## src/rtl/banked_regfile.sv

```systemverilog
module banked_regfile #(
  parameter int DATA_W = 32
) (
  input  logic              clk,
  input  logic              rst_n,
  input  logic [4:0]        mode,
  input  logic [3:0]        rd_a_idx,
  output logic [DATA_W-1:0] rd_a_data,
  input  logic [3:0]        rd_b_idx,
  output logic [DATA_W-1:0] rd_b_data,
  input  logic              wr_en,
  input  logic [3:0]        wr_idx,
  input  logic [DATA_W-1:0] wr_data,
  input  logic              fetch_en,
  output logic [DATA_W-1:0] pc_out
);
  localparam int NPHYS = 30;
  localparam logic [4:0] M_FIQ = 5'b10001;
  localparam logic [4:0] M_IRQ = 5'b10010;
  localparam logic [4:0] M_SVC = 5'b10011;
  localparam logic [4:0] M_ABT = 5'b10111;
  localparam logic [4:0] M_UND = 5'b11011;
  localparam logic [3:0] PC_IDX = 4'd15;

  logic [DATA_W-1:0] regs [NPHYS];
  logic [DATA_W-1:0] pc_q;

  // slots: 0-14 base, 15-21 fiq r8-r14, 22-29 r13/r14 of irq, svc, abt, und
  function automatic logic [4:0] slot_of(input logic [4:0] m, input logic [3:0] r);
    logic [4:0] rr;
    logic [4:0] s;
    rr = {1'b0, r};
    s  = rr;
    if (m == M_FIQ && r >= 4'd8)
      s = rr + 5'd7;
    else if (r >= 4'd13) begin
      case (m)
        M_IRQ:   s = rr + 5'd9;
        M_SVC:   s = rr + 5'd11;
        M_ABT:   s = rr + 5'd13;
        M_UND:   s = rr + 5'd15;
        default: s = rr;
      endcase
    end
    return s;
  endfunction

  wire pc_wr = wr_en && (wr_idx == PC_IDX);

  assign rd_a_data = (rd_a_idx == PC_IDX) ? pc_q : regs[slot_of(mode, rd_a_idx)];
  assign rd_b_data = (rd_b_idx == PC_IDX) ? pc_q : regs[slot_of(mode, rd_b_idx)];
  assign pc_out    = pc_q;

  always_ff @(posedge clk or negedge rst_n) begin
    if (!rst_n) begin
      for (int i = 0; i < NPHYS; i++) regs[i] <= '0;
    end else if (wr_en && !pc_wr) begin
      regs[slot_of(mode, wr_idx)] <= wr_data;
    end
  end

  always_ff @(posedge clk or negedge rst_n) begin
    if (!rst_n)        pc_q <= '0;
    else if (pc_wr)    pc_q <= {wr_data[DATA_W-1:2], 2'b00};
    else if (fetch_en) pc_q <= pc_q + DATA_W'(4);
  end
endmodule


```

## config.mk

```make
export PLATFORM = sky130hd
export DESIGN_NAME = banked_regfile
export DESIGN_NICKNAME = d
export VERILOG_FILES = /design/src/rtl/banked_regfile.sv
export SDC_FILE = /design/constraint.sdc
export NUM_CORES = 2
export LEC_CHECK = 0
export BUFFER_PORTS_ARGS = -buffer_cell sky130_fd_sc_hd__buf_2
export CORE_MARGIN = 2
export CORE_UTILIZATION = 57
export DETAILED_ROUTE_END_ITERATION = 10
export PLACE_DENSITY = 0.77
export SYNTH_ARGS = -nofsm -noshare
export SYNTH_HDL_FRONTEND = slang
export SYNTH_SLANG_ARGS = --single-unit
```

## constraint.sdc

```tcl
create_clock -name clk -period 3.8 [get_ports clk]
set_clock_uncertainty 0.2 [all_clocks]
set_input_delay 0.57 -clock clk [delete_from_list [all_inputs] [get_ports clk]]
set_output_delay 0.57 -clock clk [all_outputs]
set_load 0.05 [all_outputs]
```

==> flow_summary.ini <==
[floorplan]
num_rows = 113
die_w_um = 312.8
ios = 149
die_h_um = 312.8
start_util_pct = 57.36
core_mm2 = 0.09473
die_area_mm2 = 0.09781

[detailed_routing]
routed_wl_mm = 226.3
first_pass_iters = 9
ant_nets = 0
via_per_inst = 7.493
avgRoutedWirePerCell_um = 35.47
drc = 0
via_count = 47810
drtIter0Drc = 7573

[timing]
rsz0062_at_grt = true
setup_viol = 64
max_freq_mhz = 219.7
worst_slack_ns = -0.7523
slew_violations = 0
slew_headroom_pct = 48.49
min_period_ns = 4.552
fin_crit_sh_pct = 119.8
finalHoldViolCount = 0
worst-slew-pin-transition_ns = 0.7699

[hold_path]
worstHoldPathType = in2reg

[synth]
async_flop_share_pct = 100.0
ys_types = 73
synth_seq_cells = 990
yosysTopAreaCell = dfrtp_1
synthFlopType = dfrtp_1
yosys-top-cells-area = dfrtp_1, mux2_2, mux4_2, nand2_1, nand3_1
synth.top_cell.area_share_pct = 45.59
syn_inst = 4406
ys_seq_area_share_pct = 45.59
synth_most_common_cell = dfrtp_1
yosysWarnings = 0
synth-edff-count = 0
syn_avg_cell_area_um2 = 12.33
synth_common_cells = dfrtp_1, mux2_2, nand2_1, mux4_2, clkbuf_1
syn_area_mm2 = 0.05434

[global_route]
antenna_found_initial = 18
grt_usage_pct = 42.70
grt_max_degree = 111
grt_pass1_wl_mm = 308.1
overflow = 0
grt_pass1_vias = 47070

[critical_path]
setup.worst_path.start = rd_b_idx[0]
rrSetupSlack_ns = 0.25
cp-end-kind = primary output
crit_end = rd_b_data[22]
timing.rr.end = pc_out[31]$_DFFE_PN0N_
worstPathMaxFanout = 5
r2r-start = pc_out[9]$_DFFE_PN0N_
required_ns = 3.03
reg2reg_depth = 9
crit_arrival_ns = 3.78
path_class = in2out
start_kind = input pin

[power_and_ir_drop]
p_switching_w = 0.01183
p_seq_share_pct = 39.9
clkPwrFrac_pct = 30.6
p_sw_share_pct = 33.22
comb_power_share_pct = 29.5
internal_power_w = 0.02378
powerDensity_mw_per_mm2 = 497.5
power_leakage_nw = 31.31
peakVddDrop_mv = 0.4686

[cts]
htree_levels = 3
clk_pin_slew_worst_paths_ns = 0.07
cts.sink_count = 990
clock_path_buffers = 3
cts_made_buffers = 104
tritoncts = yes
insertion_delay_ns = 0.73
cts_root_buf = clkbuf_16

[final_layout]
seqCellArea_mm2 = 0.02477
drive_gt1_share_pct = 54.38
area_growth_pct = 31.71
fill_cells = 5029
fin_nets = 5093
fin_area_mm2 = 0.07157
final_util_pct = 75.55
multi_input_area_mm2 = 0.03056

[outcome]
status = finished with violations
violations = negative setup slack

[placed_design]
port_buffers = 146
postPlaceCellArea_mm2 = 0.06253
gp_congestion = 0.9664
dp_hpwl_mm = 126.9

[job]
maxCapViolations = 0
## kinds of logic (layout without fill, tap and decap cells)
| family | after synthesis | after routing | synth area share [%] |
|---|---|---|---|
| AOI/OAI and AO/OA | 518 | 518 | 6.346 |
| xor gates and xnor gates | 40 | 40 | 0.7208 |
| adders and majority gates | 21 | 21 | 0.5181 |
| buffers and inverters | 433 | 1133 | 3.581 |
| DFF | 990 | 990 | 45.59 |
| muxes | 1368 | 1368 | 35.01 |
| other | 1 | 11 | 0.006902 |
| and+or+nand+nor | 1035 | 1035 | 8.221 |
## flip-flops by register name, indices dropped and copies added (netlist names)
| name | flops |
|---|---|
| regs | 960 |
| pc_out | 30 |
## through the flow
| stage | TNS [ns] | setup WS [ns] | instances | hold WS (ns) | total power, W |
|---|---|---|---|---|---|
| floorplan | -2.129 | -0.1849 | 4407 | 0.07441 | 0.01953 |
| global placement | -31.89 | -0.6998 | 5971 | 0.2870 | 0.02255 |
| detailed placement | -38.44 | -0.7578 | 5971 | 0.2964 | 0.02296 |
| CTS | -21.64 | -0.4633 | 6314 | 0.05438 | 0.03448 |
| global route | -33.19 | -0.7090 | 6375 | 0.1558 | 0.03641 |
| finish | -31.49 | -0.7523 | 6381 | 0.1399 | 0.03560 |
## worst max-delay path: stages
cell,delay (ns)
buf_8,0.11
clkinvlp_4,0.09
ha_4,0.14
inv_2,0.04
o2111a_2,0.30
buf_4,0.15
buf_4,0.14
nand2_1,0.12
and2_2,0.48
buf_4,0.29
nor2_4,0.11
nand2_2,0.20
buf_4,0.22
a21oi_2,0.04
a2111o_2,0.56
buf_12,0.19
## area by class of cell
| class | instances | share of cell area, % |
|---|---|---|
| flip-flops and latches | 990 | 34.62 |
| clock inverters | 47 | 0.8514 |
| well taps | 1265 | 2.212 |
| repair buffers | 927 | 15.38 |
| diodes | 9 | 0.03147 |
| clock buffers | 145 | 4.121 |
| multi-input cells | 2984 | 42.70 |
| inverters | 14 | 0.08916 |
## how the worst min path moves through the flow
stage	start	to	slack (ns)	cells after the start
after detailed placement	regs[412]$_DFFE_PN0P_	regs[412]$_DFFE_PN0P_	0.30	1
after CTS	fetch_en	pc_out[2]$_DFFE_PN0N_	0.05	3
final	fetch_en	pc_out[2]$_DFFE_PN0N_	0.14	3
after global routing	fetch_en	pc_out[2]$_DFFE_PN0N_	0.16	3
after floorplan	rst_n	pc_out[10]$_DFFE_PN0N_	0.07	0
after global placement	regs[412]$_DFFE_PN0P_	regs[412]$_DFFE_PN0P_	0.29	1
## power by group through the flow
stage               Clock (W)  Sequential, W  Combinational, W
detailed placement          0         0.0141           0.00886
CTS                    0.0108         0.0140           0.00976
finish                 0.0109         0.0142            0.0105
floorplan                   0         0.0139           0.00567
global route           0.0113         0.0143            0.0108
global placement            0         0.0139           0.00861
## placed cells by master, fill, tap and decap left out, types with 19 or more instances in the layout
master     count
o22ai_2       19
mux2i_1       70
clkbuf_1      24
a31oi_1       23
nand3_1      177
a31oi_4       23
mux2_1        59
mux4_2       330
a211o_1       21
clkinv_2      24
buf_8         32
buf_2         72
nand2_1      537
a22oi_2       38
nor2_1        79
buf_16        31
nand2_2       74
a21oi_1      129
nor2_4        20
buf_12       217
dfrtp_1      990
buf_6        132
mux2_2       902
buf_4        434
a21oi_2       50
xor2_1        22
o211ai_1      25
clkbuf_16    112
## what timing repair did
| item | 4_1_cts | 5_1_grt |
|---|---|---|
| buffers inserted | 139 | 87 |
| pin swaps | 138 | 173 |
| endpoints found under the hold margin | 45 | 0 |
| cloned | 25 | 6 |
| resized for setup | 440 | 299 |
| endpoints found under the setup margin | 64 | 64 |
| hold buffers | 1 | 0 |
## layer usage
metal | vias up | wire (um) | GRT usage, %
met1 | 23650 | 71140 | 51.17
met5 | - | 195 | 0
met3 | 1835 | 36280 | 17.24
met2 | 4695 | 94590 | 61.57
met4 | 20 | 24110 | 33.21
li1 | 17610 | - | -
Note: power is estimated with default switching activity, not from simulation.
